--- config.mk ---
export PLATFORM = sky130hd
export DESIGN_NAME = qw_orset_unit
export DESIGN_NICKNAME = d
export VERILOG_FILES = /design/src/rtl/qos_pkg.sv /design/src/rtl/qos_decode.sv /design/src/rtl/qos_pair.sv /design/src/rtl/qos_seq.sv /design/src/rtl/qw_orset_unit.sv
export SDC_FILE = /design/constraint.sdc
export NUM_CORES = 1
export LEC_CHECK = 0
export BUFFER_PORTS_ARGS = -buffer_cell sky130_fd_sc_hd__buf_2
export CELL_PAD_IN_SITES_DETAIL_PLACEMENT = 0
export CELL_PAD_IN_SITES_GLOBAL_PLACEMENT = 1
export CORE_AREA = 2 2 308 310
export DETAILED_ROUTE_END_ITERATION = 8
export DIE_AREA = 0 0 310 312
export PLACE_DENSITY_LB_ADDON = 0.1
export RECOVER_POWER = 50
export SYNTH_ARGS = -nofsm -noshare
export SYNTH_HDL_FRONTEND = slang
export SYNTH_SLANG_ARGS = --single-unit
--- constraint.sdc ---
create_clock -name clk -period 5.95 [get_ports clk]
set_input_delay 0.595 -clock clk [delete_from_list [all_inputs] [get_ports clk]]
set_output_delay 0.595 -clock clk [all_outputs]
set_load 0.01 [all_outputs]
--- src/rtl/qos_pkg.sv ---
// Shared types for the quadword atomic bit-set unit.
// Assumes: the memory op encoding is seen by the outside world.
package qos_pkg;
    typedef enum logic [1:0] {
        OP_LRD    = 2'd0,
        OP_WRITE  = 2'd1,
        OP_UNLOCK = 2'd2
    } mem_op_e;

    typedef enum logic [1:0] {
        K_EXEC     = 2'd0,
        K_EXEC_UNK = 2'd1,
        K_UNDEF    = 2'd2,
        K_NOP      = 2'd3
    } kind_e;
endpackage

--- src/rtl/qos_decode.sv ---
// Field decode and legality classification of the instruction word.
// Assumes: instr is held stable by the caller for the whole operation.
module qos_decode
    import qos_pkg::*;
(
    input  logic [31:0] instr,
    input  logic        feat_en,
    input  logic [1:0]  ovl_mode,
    output logic [4:0]  rt,
    output logic [4:0]  rt2,
    output logic [4:0]  rn,
    output logic        acq,
    output logic        rel,
    output logic        use_sp,
    output logic        tagchk,
    output kind_e       kind
);
    localparam logic [7:0] TOP_BITS = 8'h19;
    localparam logic [5:0] MID_BITS = 6'b101100;
    localparam logic [4:0] REG_ZR   = 5'd31;

    logic opc_ok;

    // Split fields and classify the outcome.
    always_comb begin
        rt     = instr[4:0];
        rt2    = instr[20:16];
        rn     = instr[9:5];
        acq    = instr[23];
        rel    = instr[22];
        use_sp = (rn == REG_ZR);
        tagchk = !use_sp;
        opc_ok = (instr[31:24] == TOP_BITS) && instr[21] && (instr[15:10] == MID_BITS);
        if (!feat_en || !opc_ok || rt == REG_ZR || rt2 == REG_ZR) begin
            kind = K_UNDEF;
        end else if (rt == rt2) begin
            case (ovl_mode)
                2'd0:    kind = K_EXEC_UNK;
                2'd2:    kind = K_NOP;
                default: kind = K_UNDEF;
            endcase
        end else begin
            kind = K_EXEC;
        end
    end
endmodule

--- src/rtl/qos_pair.sv ---
// Endian-dependent ordering of two register halves into a double-width
// value, and the matching split of a double-width value into halves.
// Assumes: the same order flag applies to both directions.
module qos_pair #(
    parameter int W = 64
) (
    input  logic           be,
    input  logic [W-1:0]   x1,
    input  logic [W-1:0]   x2,
    input  logic [2*W-1:0] q,
    output logic [2*W-1:0] packed_o,
    output logic [W-1:0]   y1,
    output logic [W-1:0]   y2
);
    // Order the halves by the endian flag.
    always_comb begin
        packed_o = be ? {x1, x2} : {x2, x1};
        y1       = be ? q[2*W-1:W] : q[W-1:0];
        y2       = be ? q[W-1:0]   : q[2*W-1:W];
    end
endmodule

--- src/rtl/qos_seq.sv ---
// Sequencer: decides the outcome, runs locked read then write or unlock,
// and produces the completion pulse with register and flag write enables.
// Assumes: at most one memory request is outstanding; a response arrives
// only after its request was accepted.
module qos_seq
    import qos_pkg::*;
#(
    parameter int XLEN      = 64,
    parameter int ALIGN_LG2 = 4,
    localparam int QW       = 2 * XLEN
) (
    input  logic             clk,
    input  logic             rst_n,
    input  logic             start,
    input  kind_e            kind,
    input  logic             use_sp,
    input  logic             acq,
    input  logic             rel,
    input  logic             tagchk,
    input  logic [XLEN-1:0]  sp,
    input  logic [XLEN-1:0]  base,
    input  logic [QW-1:0]    operand,
    output logic             busy,
    output logic             mem_req_valid,
    input  logic             mem_req_ready,
    output logic [1:0]       mem_req_op,
    output logic [XLEN-1:0]  mem_req_addr,
    output logic [QW-1:0]    mem_req_wdata,
    output logic             mem_req_acq,
    output logic             mem_req_rel,
    output logic             mem_req_tagchk,
    input  logic             mem_rsp_valid,
    input  logic [QW-1:0]    mem_rsp_rdata,
    input  logic             mem_rsp_pass,
    input  logic [3:0]       mem_rsp_nzcv,
    output logic             done,
    output logic             undef,
    output logic             nop,
    output logic             align_fault,
    output logic             res_we,
    output logic [QW-1:0]    ret_data,
    output logic [3:0]       nzcv
);
    typedef enum logic [2:0] {S_IDLE, S_DECIDE, S_RDREQ, S_RDWAIT, S_WRREQ, S_WRWAIT} st_e;

    st_e             st;
    logic [XLEN-1:0] addr_q;
    logic [QW-1:0]   opnd_q, rdata_q;
    logic            pass_q, unk_q, acq_q, rel_q, tag_q;
    logic            misalign;

    assign misalign = use_sp && (sp[ALIGN_LG2-1:0] != '0);

    // State, captured operands and the one-cycle outcome registers.
    always_ff @(posedge clk) begin
        if (!rst_n) begin
            st <= S_IDLE;
            addr_q <= '0; opnd_q <= '0; rdata_q <= '0; nzcv <= '0;
            pass_q <= 1'b0; unk_q <= 1'b0; acq_q <= 1'b0; rel_q <= 1'b0; tag_q <= 1'b0;
            done <= 1'b0; undef <= 1'b0; nop <= 1'b0; align_fault <= 1'b0; res_we <= 1'b0;
        end else begin
            done <= 1'b0; undef <= 1'b0; nop <= 1'b0; align_fault <= 1'b0; res_we <= 1'b0;
            case (st)
                S_IDLE: if (start) st <= S_DECIDE;
                S_DECIDE: begin
                    if (kind == K_UNDEF) begin
                        done <= 1'b1; undef <= 1'b1; st <= S_IDLE;
                    end else if (kind == K_NOP) begin
                        done <= 1'b1; nop <= 1'b1; st <= S_IDLE;
                    end else if (misalign) begin
                        done <= 1'b1; align_fault <= 1'b1; st <= S_IDLE;
                    end else begin
                        addr_q <= use_sp ? sp : base;
                        opnd_q <= operand;
                        unk_q  <= (kind == K_EXEC_UNK);
                        acq_q  <= acq; rel_q <= rel; tag_q <= tagchk;
                        st     <= S_RDREQ;
                    end
                end
                S_RDREQ: if (mem_req_ready) st <= S_RDWAIT;
                S_RDWAIT: if (mem_rsp_valid) begin
                    rdata_q <= mem_rsp_rdata;
                    pass_q  <= mem_rsp_pass;
                    nzcv    <= mem_rsp_nzcv;
                    st      <= S_WRREQ;
                end
                S_WRREQ: if (mem_req_ready) st <= S_WRWAIT;
                S_WRWAIT: if (mem_rsp_valid) begin
                    done <= 1'b1; res_we <= 1'b1; st <= S_IDLE;
                end
                default: st <= S_IDLE;
            endcase
        end
    end

    // Memory request fields follow the state.
    always_comb begin
        busy           = (st != S_IDLE);
        mem_req_valid  = (st == S_RDREQ) || (st == S_WRREQ);
        mem_req_op     = (st == S_WRREQ) ? (pass_q ? OP_WRITE : OP_UNLOCK) : OP_LRD;
        mem_req_addr   = addr_q;
        mem_req_wdata  = rdata_q | opnd_q;
        mem_req_acq    = acq_q;
        mem_req_rel    = rel_q;
        mem_req_tagchk = tag_q;
        ret_data       = unk_q ? '0 : rdata_q;
    end
endmodule

--- src/rtl/qw_orset_unit.sv ---
// Top of the quadword atomic bit-set unit: instruction register, decode,
// base selection, operand ordering and the memory sequencer.
// Assumes: register-file reads are combinational from the rf_ra* indices;
// big_endian and ovl_mode are static while an instruction runs.
module qw_orset_unit
    import qos_pkg::*;
#(
    parameter int XLEN      = 64,
    parameter int ALIGN_LG2 = 4,
    localparam int QW       = 2 * XLEN
) (
    input  logic            clk,
    input  logic            rst_n,
    input  logic            feat_en,
    input  logic            big_endian,
    input  logic [1:0]      ovl_mode,
    input  logic            start,
    input  logic [31:0]     instr,
    output logic            busy,
    output logic [4:0]      rf_ra1,
    output logic [4:0]      rf_ra2,
    output logic [4:0]      rf_rab,
    input  logic [XLEN-1:0] rf_rd1,
    input  logic [XLEN-1:0] rf_rd2,
    input  logic [XLEN-1:0] rf_rdb,
    input  logic [XLEN-1:0] sp,
    output logic            mem_req_valid,
    input  logic            mem_req_ready,
    output logic [1:0]      mem_req_op,
    output logic [XLEN-1:0] mem_req_addr,
    output logic [QW-1:0]   mem_req_wdata,
    output logic            mem_req_acq,
    output logic            mem_req_rel,
    output logic            mem_req_tagchk,
    input  logic            mem_rsp_valid,
    input  logic [QW-1:0]   mem_rsp_rdata,
    input  logic            mem_rsp_pass,
    input  logic [3:0]      mem_rsp_nzcv,
    output logic            done,
    output logic            undef,
    output logic            nop,
    output logic            align_fault,
    output logic            rf_we,
    output logic [4:0]      rf_wa1,
    output logic [4:0]      rf_wa2,
    output logic [XLEN-1:0] rf_wd1,
    output logic [XLEN-1:0] rf_wd2,
    output logic            flags_we,
    output logic [3:0]      flags
);
    logic [31:0]   instr_q;
    logic [4:0]    rt, rt2, rn;
    logic          acq, rel, use_sp, tagchk, res_we;
    kind_e         kind;
    logic [QW-1:0] operand, ret_data;

    // Hold the instruction word for the whole operation.
    always_ff @(posedge clk) begin
        if (!rst_n)              instr_q <= '0;
        else if (start && !busy) instr_q <= instr;
    end

    qos_decode u_dec (
        .instr(instr_q), .feat_en(feat_en), .ovl_mode(ovl_mode),
        .rt(rt), .rt2(rt2), .rn(rn), .acq(acq), .rel(rel),
        .use_sp(use_sp), .tagchk(tagchk), .kind(kind)
    );

    qos_pair #(.W(XLEN)) u_pair (
        .be(big_endian), .x1(rf_rd1), .x2(rf_rd2), .q(ret_data),
        .packed_o(operand), .y1(rf_wd1), .y2(rf_wd2)
    );

    qos_seq #(.XLEN(XLEN), .ALIGN_LG2(ALIGN_LG2)) u_seq (
        .clk(clk), .rst_n(rst_n), .start(start), .kind(kind),
        .use_sp(use_sp), .acq(acq), .rel(rel), .tagchk(tagchk),
        .sp(sp), .base(rf_rdb), .operand(operand), .busy(busy),
        .mem_req_valid(mem_req_valid), .mem_req_ready(mem_req_ready),
        .mem_req_op(mem_req_op), .mem_req_addr(mem_req_addr),
        .mem_req_wdata(mem_req_wdata), .mem_req_acq(mem_req_acq),
        .mem_req_rel(mem_req_rel), .mem_req_tagchk(mem_req_tagchk),
        .mem_rsp_valid(mem_rsp_valid), .mem_rsp_rdata(mem_rsp_rdata),
        .mem_rsp_pass(mem_rsp_pass), .mem_rsp_nzcv(mem_rsp_nzcv),
        .done(done), .undef(undef), .nop(nop), .align_fault(align_fault),
        .res_we(res_we), .ret_data(ret_data), .nzcv(flags)
    );

    // Register-file indices and write controls.
    always_comb begin
        rf_ra1   = rt;
        rf_ra2   = rt2;
        rf_rab   = rn;
        rf_wa1   = rt;
        rf_wa2   = rt2;
        rf_we    = res_we;
        flags_we = res_we;
    end
endmodule

Word level (Yosys, flattened, before mapping):

Index checks and enable logic that the tools add are counted.
Widths: inputs -> output; s select.

* mux-type cells: 26
* reduce and logical (&&, ||, !) cells: 23
* add/subtract/negate cells: 0
* equality and inequality tests: 20
* shift operators: 0
* multiply operators: 0
* order comparisons: 0
* divide/modulo/power cells: 0
* bitwise gates (word level): 6

Operator list (count)
* $mux 128: 2
* $mux 64: 3
* $or 128x128->128: 1
* $mux 3: 7
* $pmux 3 s6: 1
* $eq 5x5->1 const B: 3
* $mux 2: 5
* $ne 2x2->1 const B: 5
* $eq 8x5->1 const B: 1
* $eq 2x2->1 const B: 3
* $eq 3x2->1 const B: 2
* $eq 3x3->1 const B: 2
* $eq 6x6->1 const B: 1
* $mux 1: 6
* $reduce_and 2->1: 3
* $eq 5x5->1: 1
* $not 1->1: 5
* $reduce_and 5->1: 1
* $logic_and 1x1->1: 4
* $logic_not 1->1: 4
* $logic_or 1x1->1: 4
* $pmux 2 s2: 1
* $reduce_and 4->1: 1
* $reduce_bool 4->1: 1
* 8 further kinds: 8

* memory bits (read-only): 0
* memory bits (writable): 0
* latch bits: 0
* input bits: 430
* memories: 0
* logic and storage cells: 91
* output and inout bits: 362
* bits in registers: 369

Longest topological paths before layout:

Gate-level depths: netlist (run 1).

* word-level depth: 12
* depth in mapped cells: 8
* gate-level depth less buffers: 5

Modules after synthesis:

Synthesis (run 1) repeated with hierarchy kept, for this count alone.

* cells, all modules: 2231
* area total of the unflattened synthesis: 20105.5 sq um

By module, submodules not included
* qos_seq: seq. area each 6746.5 sq um, cells each 1756, instances 1, area an instance 15198.3 sq um
* qos_pair: seq. area each 0.0 sq um, cells each 284, instances 1, area an instance 3188.1 sq um
* qw_orset_unit: seq. area each 640.6 sq um, cells each 151, instances 1, area an instance 1406.3 sq um
* qos_decode: seq. area each 0.0 sq um, cells each 40, instances 1, area an instance 312.8 sq um

Worst setup path after synthesis (run 1):

Ideal clock, no wire load.

* path type: input -> output
* start: input port big_endian
* end: output port rf_wd1[43]
* arrival: 1.925 ns
* cell stages on the path: 6
* slack: 3.430 ns
* data required time: 5.355 ns
* path buffers: 4
* cell sequence: clkbuf_1 buf_1 buf_2 buf_2 mux2i_1 nor2_1

* longest elaborated chain between the ends: 1

RTL lines
* start, declared: RTL line qw_orset_unit.sv:15 `input logic big_endian,`
* $mux 64: RTL line qos_pair.sv:18 `y1 = be ? q[2*W-1:W] : q[W-1:0];`
* end, declared: RTL line qw_orset_unit.sv:46 `output logic [XLEN-1:0] rf_wd1,`

No other way between the ends.

==> reports/results.ini, run 1 <==
[outcome]
status=finished, violations left
violations=capacitance limit, slew limit

[timing]
finalSetupViolations=0
fin_ws_ns=2.181
min_period_over_period=0.6334
skew_ns=0.01137
relSlewSlack=-1.262
slew_violations=163
final_hold_viol_count=0
rsz0062_at_grt=no
fin_tns_setup_ns=0
fmaxAchievable_ghz=0.2654
period_needed_ns=3.769
worst_slew_pin_slew_ns=3.393

[hold_path]
holdCritPathClass=in -> reg

[die]
core_area_sq_mm=0.09305
num_io_pins=792
rows=112
die_area_sq_mm=0.09672
initial_core_util=0.2093
die_x_um=310
die_height_um=312

[yosys]
synth_xor_area_frac=0.002248
synthAdderAreaFrac=0
ys_types=37
synth_warnings=0
avgSynthCellArea_sq_um=8.498
synthSimpleGateAreaFrac=0.2162
muxShareOfSynthArea=0.2781
syn_area_sq_mm=0.01948
synthCells=2292
synthesis.nets=2722
synth_seq_cells=369
synth-compound-area-share=0.06976
synth_top_family_by_area=multiplexers
synth_seq_area_share=0.3793

[grt]
grt.total_usage=0.1674
antenna_found_initial=48
overflow=0
grt_pass1_vias=18230
grt_pass1_wl_um=121700
grt_max_degree=181

[pwr]
power_density_mw_per_mm2=246.4
vdd_drop_max_mv=0.1433
p_leak_nw=10.93

[clocking]
cts-hold-fix-buffers=0
ctsRootBufferMaster=clkbuf_16
cts-buffers-inserted=50
cts_setup_buffers=0
cts_tree=yes
clkLatencyLatePin_ns=0.58
cts-htree-levels=2
cts.path.max_buffers=3
clk_pin_slew_ns=0.06
postCtsResizedCells=0
clock_sinks=369

[critical_path]
critPathMaxFanout=164
critical_path_class=in -> reg
required_ns=6.45
critPathCaptureType=flop
crit_path_start_kind=input pin
cp.arrival_ns=4.27

[cells_and_area]
final_cell_mix=nand2_1 (725), buf_2 (549), dfxtp_1 (368)
fin_nets=3384
fin_util=0.2752
final.fill_count=10470
final_common_cell=nand2_1
syn_to_final_growth_pct=31.49
drive_gt1_frac=0.3251

[drt]
finalWirelength_um=84820
ant_nets=0
vias_per_cell=4.233
drt_iter0_markers=742
wl_per_cell_um=19.92
remaining_drc_errors=0
firstDrtPassIters=5
vias=18020

[placement]
pre_cts_slack_ns=3.024
portBuffers=791
globalplace.congestion=0.8215
post-dp-hpwl_um=64020

[run]
drv_cap=1

power by group:
group,internal (mW),switching [mW],total (mW)
clock,1.92,1.19,3.11
sequential,2.51,0.0424,2.55
combinational,0.310,0.345,0.655
worst max-delay path, stage by stage:
cell and delay (ns):
clkbuf_2 2.30, buf_4 0.98, nand2_1 0.12, mux2i_1 0.18
synth_stat cells, drive strengths merged:
cell,number,area [sq um]
o221a,1,11.26
a31o,1,8.760
and2,3,18.77
and3,2,12.51
nor3b,2,15.01
nor2b,2,12.51
nand3,4,20.02
a21oi,3,15.01
and4,1,8.760
a21boi,165,1239
nand4,3,18.77
buf,75,583.1
o21a,2,15.01
clkbuf,123,461.7
or2,130,813.3
mux2i,324,3243
mux2,193,2173
xnor2,2,17.52
o22ai,1,6.260
nand2,725,2721
xor2,3,26.28
nor4,2,12.51
o21ai,5,25.02
o31a,1,8.760
and4b,1,10.01
nor3,6,35.03
o2111a,2,22.52
nor2,135,506.7
inv,4,15.01
o211ai,1,7.510
dfxtp,369,7387
nand2b,1,6.260
registers in the layout (all words and copies together) (netlist names):
name	count
u_seq.nzcv	4
u_seq.mem_req_rel	1
u_seq.done	1
u_seq.st	3
u_seq.pass_q	1
u_seq.opnd_q	128
u_seq.rdata_q	128
u_seq.mem_req_tagchk	1
u_seq.nop	1
u_seq.undef	1
u_seq.mem_req_addr	64
u_seq.unk_q	1
u_seq.mem_req_acq	1
u_seq.res_we	1
instr_q	32
u_seq.align_fault	1
per-stage QoR:
stage                     cell area (sq um)  power, mW  hold WS, ns  cells
after floorplan                       19480      2.975       0.4295   2292
after global placement                24210      3.271       0.4386   4156
after detailed placement              24210      3.276       0.4414   4156
after CTS                             25890      6.471       0.1995   4244
after global routing                  25590      6.614       0.2376   4251
final                                 25610      6.311       0.2611   4258
final cells by class:
type | count | area (sq um) | area share
clock buffer | 80 | 1568 | 0.06121
inverter | 4 | 15.01 | 0.0005863
sequential | 369 | 7391 | 0.2886
tap | 1254 | 1569 | 0.06126
clock inverter | 8 | 117.6 | 0.004592
multi-input combinational | 1721 | 11060 | 0.4317
antenna | 14 | 35.03 | 0.001368
timing repair buffer | 808 | 3859 | 0.1507
kinds of logic (layout without fill, tap and decap cells):
family / count (synthesis) / count (layout)
simple gates: 1017 / 1017
mux: 517 / 517
flops: 369 / 369
buf+inv: 202 / 900
compound gates: 182 / 182
xor+xnor: 5 / 5
other cells: 0 / 14
per-layer routing:
layer  track usage  wire length, um
met1        0.1927            34190
met3       0.05154             6301
met4       0.04029             1843
met2        0.2994            42250
met5             0              230
final timing paths:
path	from	end	slack (ns)	cells after the start
hold reg to reg	u_seq.opnd_q[42]	u_seq.opnd_q[42]	0.45	2
hold / removal	mem_rsp_rdata[123]	u_seq.rdata_q[123]	0.26	3
setup reg to reg	instr_q[14]	u_seq.opnd_q[83]	3.17	6
setup / recovery	rst_n	u_seq.mem_req_addr[32]	2.18	4
(Power assumes the default switching activity.)
==> run 2: changes to the inputs <==
CORE_AREA = 2 2 307 309   (was 2 2 308 310)
DIE_AREA = 0 0 309 311   (was 0 0 310 312)
clock period = 3.4 ns   (was 5.95 ns; I/O delays follow)
==> run 2 against run 1 <==
  * The run still ends with capacitance limit, slew limit left
  * Flip-flop and latch count did not move
  * Count of clock-buffer cells in the layout rose by 5
  * Critical path depth rose by 3
  * Power rose by 77%
==> reports/results.ini, run 2 (same netlist as run 1, synthesis figures left out) <==
[pwr]
power_density_mw_per_mm2=408.3
total_power_mw=11.17
p_leak_nw=11.48
vdd_drop_max_mv=0.2594

[outcome]
violations=capacitance limit, slew limit
status=finished, violations left

[timing]
final_hold_viol_count=0
min_period_over_period=0.7853
slew_violations=33
worst_slew_pin_slew_ns=1.596
fmaxAchievable_ghz=0.3745
skew_ns=0.02475
finalSetupViolations=0
period_needed_ns=2.670
relSlewSlack=-0.06378
fin_tns_setup_ns=0
rsz0062_at_grt=no

[critical_path]
crit_path_max_incr_delay_ns=0.53
cp_cell_sequence=nor4_1, nand4_1, nor3_1, o2111a_4, buf_12, buf_12, mux2i_1
required_ns=3.90
critPathMaxFanout=27
cpMostUsedCell=buf_12
cp.arrival_ns=3.17
slowest_stage=o2111a_4
cp_top_family=simple AND/OR/NAND/NOR gates
critPathBufInv=2
crit_path_start_kind=flop
critPathCaptureType=flop
critical_path_class=reg -> reg

[cells_and_area]
final_common_cell=nand2_1
syn_to_final_growth_pct=40.43
drive_gt1_frac=0.2970
final_cell_mix=nand2_1 (725), buf_2 (493), dfxtp_1 (368)
final.fill_count=10340
fin_nets=3562
fin_util=0.2948

[drt]
firstDrtPassIters=5
wl_per_cell_um=19.18
vias_per_cell=4.193
finalWirelength_um=85090
remaining_drc_errors=0
ant_nets=0
drt_iter0_markers=713
vias=18600

[clocking]
clock_sinks=369
cts_tree=yes
cts-buffers-inserted=51
postCtsResizedCells=0
clk_pin_slew_ns=0.05
clkLatencyLatePin_ns=0.59
ctsRootBufferMaster=clkbuf_16
cts.path.max_buffers=3
cts-htree-levels=2

[run]
drv_cap=1

[die]
core_area_sq_mm=0.09277
rows=112
die_area_sq_mm=0.09610
die_x_um=309
die_height_um=311
initial_core_util=0.2100
num_io_pins=792

[hold_path]
holdCritPathClass=in -> reg

[grt]
grt.total_usage=0.1692
overflow=0
antenna_found_initial=33
grt_max_degree=139
grt_pass1_wl_um=123100
grt_pass1_vias=19000

[placement]
portBuffers=791
post-dp-hpwl_um=64480
globalplace.congestion=0.8125

run 2: cell types whose count changed in the layout (fill, tap and decap cells not counted), sizes merged:
cell / change
bufinv: -3
buf: -35
clkbuf: +62
diode: -4
clkinv: +2
inv: +1
dlygate4sd3: +155
run 2: tightest hold or removal path, cell delays in order:
cell and delay, ns:
buf_2 0.10, nand2_1 0.06, a21boi_0 0.07
run 2: per-layer routing:
metal | vias up | global-route usage | part of all wire
met4 | 16 | 0.04623 | 0.023
met5 | - | 0 | 0.0013
li1 | 9205 | - | -
met3 | 126 | 0.05197 | 0.074
met2 | 530 | 0.2985 | 0.49
met1 | 8721 | 0.1957 | 0.41
run 2: power breakdown:
part           switching, mW  internal, mW
sequential            0.0676          4.39
combinational          0.654         0.661
clock                   2.13          3.27
total                   2.85          8.32
run 2: what timing repair did:
action	CTS	global route
hold endpoints to repair	155	0
hold buffers	155	0
buffers inserted	0	0
run 2: final cells by class:
type,count,area [sq um],area share
Clock buffer,85,1647,0.06020
Sequential cell,369,7391,0.2702
Timing Repair Buffer,985,5612,0.2052
Tap cell,1254,1569,0.05736
Clock inverter,8,43.79,0.001601
Inverter,4,15.01,0.0005489
Antenna cell,10,25.02,0.0009149
Multi-Input combinational cell,1721,11050,0.4040
run 2: worst paths after layout:
path                     start                 to  slack, ns  depth (start not counted)
max                instr_q[14]    u_seq.opnd_q[9]       0.73                          7
min                   instr[5]         instr_q[5]       0.03                          3
min reg2reg  u_seq.opnd_q[127]  u_seq.opnd_q[127]       0.45                          2
max reg2reg        instr_q[14]    u_seq.opnd_q[9]       0.73                          7
run 2: metrics by stage:
| step | setup slack (ns) | instance area, sq um | instances | hold WS, ns |
|---|---|---|---|---|
| after detailed placement | 0.8812 | 24480 | 4178 | 0.4434 |
| after global routing | 0.3799 | 27340 | 4433 | 0.02085 |
| final | 0.7299 | 27350 | 4436 | 0.03347 |
| after global placement | 0.9252 | 24480 | 4178 | 0.4366 |
| after floorplan | 1.390 | 19480 | 2292 | 0.4295 |
| after CTS | 0.8512 | 27730 | 4426 | 0.0004142 |
==> run 3: changes to the inputs <==
CORE_AREA = 2 2 311 313   (was 2 2 307 309)
DIE_AREA = 0 0 313 315   (was 0 0 309 311)
clock period = 2.6 ns   (was 3.4 ns; I/O delays follow)
==> run 3 against run 2 <==
  * The flow now finishes without violations
  * Register-to-register slack worse by 0.38 ns
  * Via count increased by 1.0%
  * First-iteration DRC count unchanged
  * Hold slack improved by 0.030 ns
  * Sequential share of layout area shrank 0.57 points
  * Die area grew 2.6%
  * Setup slack worse by 0.38 ns
  * Critical path depth unchanged
  * Routed wire length increased by 0.38%
  * Final cell count increased by 1.3%
  * Clock power grew 31%
  * Critical path type unchanged
==> reports/results.ini, run 3 (same netlist as run 1, synthesis figures left out) <==
[timing]
period_needed_ns=2.250
rsz0062_at_grt=no
worst_slew_pin_slew_ns=1.048
relSlewSlack=0.3011
skew_ns=0.02709
fin_ws_ns=0.3499
fmaxAchievable_ghz=0.4444
slew_violations=0
final_hold_viol_count=0
fin_tns_setup_ns=0
finalSetupViolations=0
min_period_over_period=0.8654

[pwr]
p_leak_nw=11.95
vdd_drop_max_mv=0.4321
power_density_mw_per_mm2=523.8

[run]
drv_cap=0

[die]
initial_core_util=0.2035
die_area_sq_mm=0.09860
rows=114
num_io_pins=792
die_height_um=315
core_area_sq_mm=0.09571
die_x_um=313

[grt]
grt_pass1_wl_um=123900
grt_max_degree=94
antenna_found_initial=34
grt.total_usage=0.1663
overflow=0
grt_pass1_vias=19280

[critical_path]
critPathCaptureType=flop
cp_cell_sequence=nor4_1, nand4_1, nor3_2, o2111a_4, buf_12, buf_12, mux2i_1
critical_path_class=reg -> reg
cpMostUsedCell=buf_12
crit_path_max_incr_delay_ns=0.34
crit_path_start_kind=flop
required_ns=3.12
cp.arrival_ns=2.77
critPathMaxFanout=26
slowest_stage=nor3_2

[clocking]
cts-htree-levels=2
cts_tree=yes
clkLatencyLatePin_ns=0.61
cts-buffers-inserted=48
ctsRootBufferMaster=clkbuf_16
clk_pin_slew_ns=0.06
clock_sinks=369
cts-hold-fix-buffers=169
postCtsResizedCells=0
cts_setup_buffers=0
cts.path.max_buffers=3

[drt]
finalWirelength_um=85420
vias_per_cell=4.180
ant_nets=0
vias=18780
firstDrtPassIters=5
drt_iter0_markers=713
wl_per_cell_um=19.01
remaining_drc_errors=0

[cells_and_area]
drive_gt1_frac=0.3188
final_common_cell=nand2_1
syn_to_final_growth_pct=43.46
final_cell_mix=nand2_1 (725), buf_2 (551), dfxtp_1 (368)
stdcell_count=4494
fin_nets=3593

[placement]
placed_cells=4220
globalplace.congestion=0.8633
post-dp-hpwl_um=65990
portBuffers=791
pre_cts_slack_ns=0.3407

[hold_path]
holdCritPathClass=in -> reg

[outcome]
status=finished, final reports clean

[run 3: stage by stage]
step	util	hold WS (ns)	total power, mW	instance area (sq um)
5_1_grt	0.2918	0.05230	15.36	27920
2_1_floorplan	-	0.4049	6.809	19480
6_report	0.2919	0.06379	14.64	27940
4_1_cts	0.2949	0.01197	15.02	28220
3_5_place_dp	0.2599	0.4432	7.532	24870
3_3_place_gp	0.2599	0.4366	7.527	24870
[run 3: where the power goes]
part / internal, mW / switching [mW] / total (mW)
clock: 4.30 / 2.76 / 7.06
combinational: 0.898 / 0.855 / 1.75
sequential: 5.74 / 0.0867 / 5.82
[run 3: path summary, 6_finish.rpt]
| kind | start | to | slack [ns] | cells past startpoint |
|---|---|---|---|---|
| hold / removal | rf_rd2[0] | u_seq.opnd_q[0] | 0.06 | 4 |
| hold reg to reg | u_seq.opnd_q[113] | u_seq.opnd_q[113] | 0.45 | 2 |
| setup / recovery | instr_q[14] | u_seq.opnd_q[19] | 0.35 | 7 |
| setup reg to reg | instr_q[14] | u_seq.opnd_q[19] | 0.35 | 7 |
[run 3: critical path: cells and delay by family, from the launching register on]
family | cells | cell delay, ns
AO/OA/AOI/OAI | 1 | 0.32
buffers and inverters | 2 | 0.50
flip-flops | 1 | 0.31
multiplexers | 1 | 0.21
AND/OR/NAND/NOR | 3 | 0.76
[run 3: area by class of cell]
| type | instances | area [sq um] |
|---|---|---|
| fillers | 10590 | 67770 |
| multi-input cells | 1721 | 11060 |
| flip-flops and latches | 369 | 7391 |
| repair buffers | 1019 | 6176 |
| well taps | 1276 | 1597 |
| clock buffers | 74 | 1480 |
| clock inverters | 13 | 176.4 |
| diodes | 18 | 45.04 |
| inverters | 4 | 15.01 |
[run 3: per-layer routing]
metal,routed length (um),global-route usage,vias up
li1,-,-,9302
met1,35360,0.1923,8770
met2,41360,0.2929,544
met3,5719,0.05059,146
met4,2827,0.05133,22
met5,148,0,-
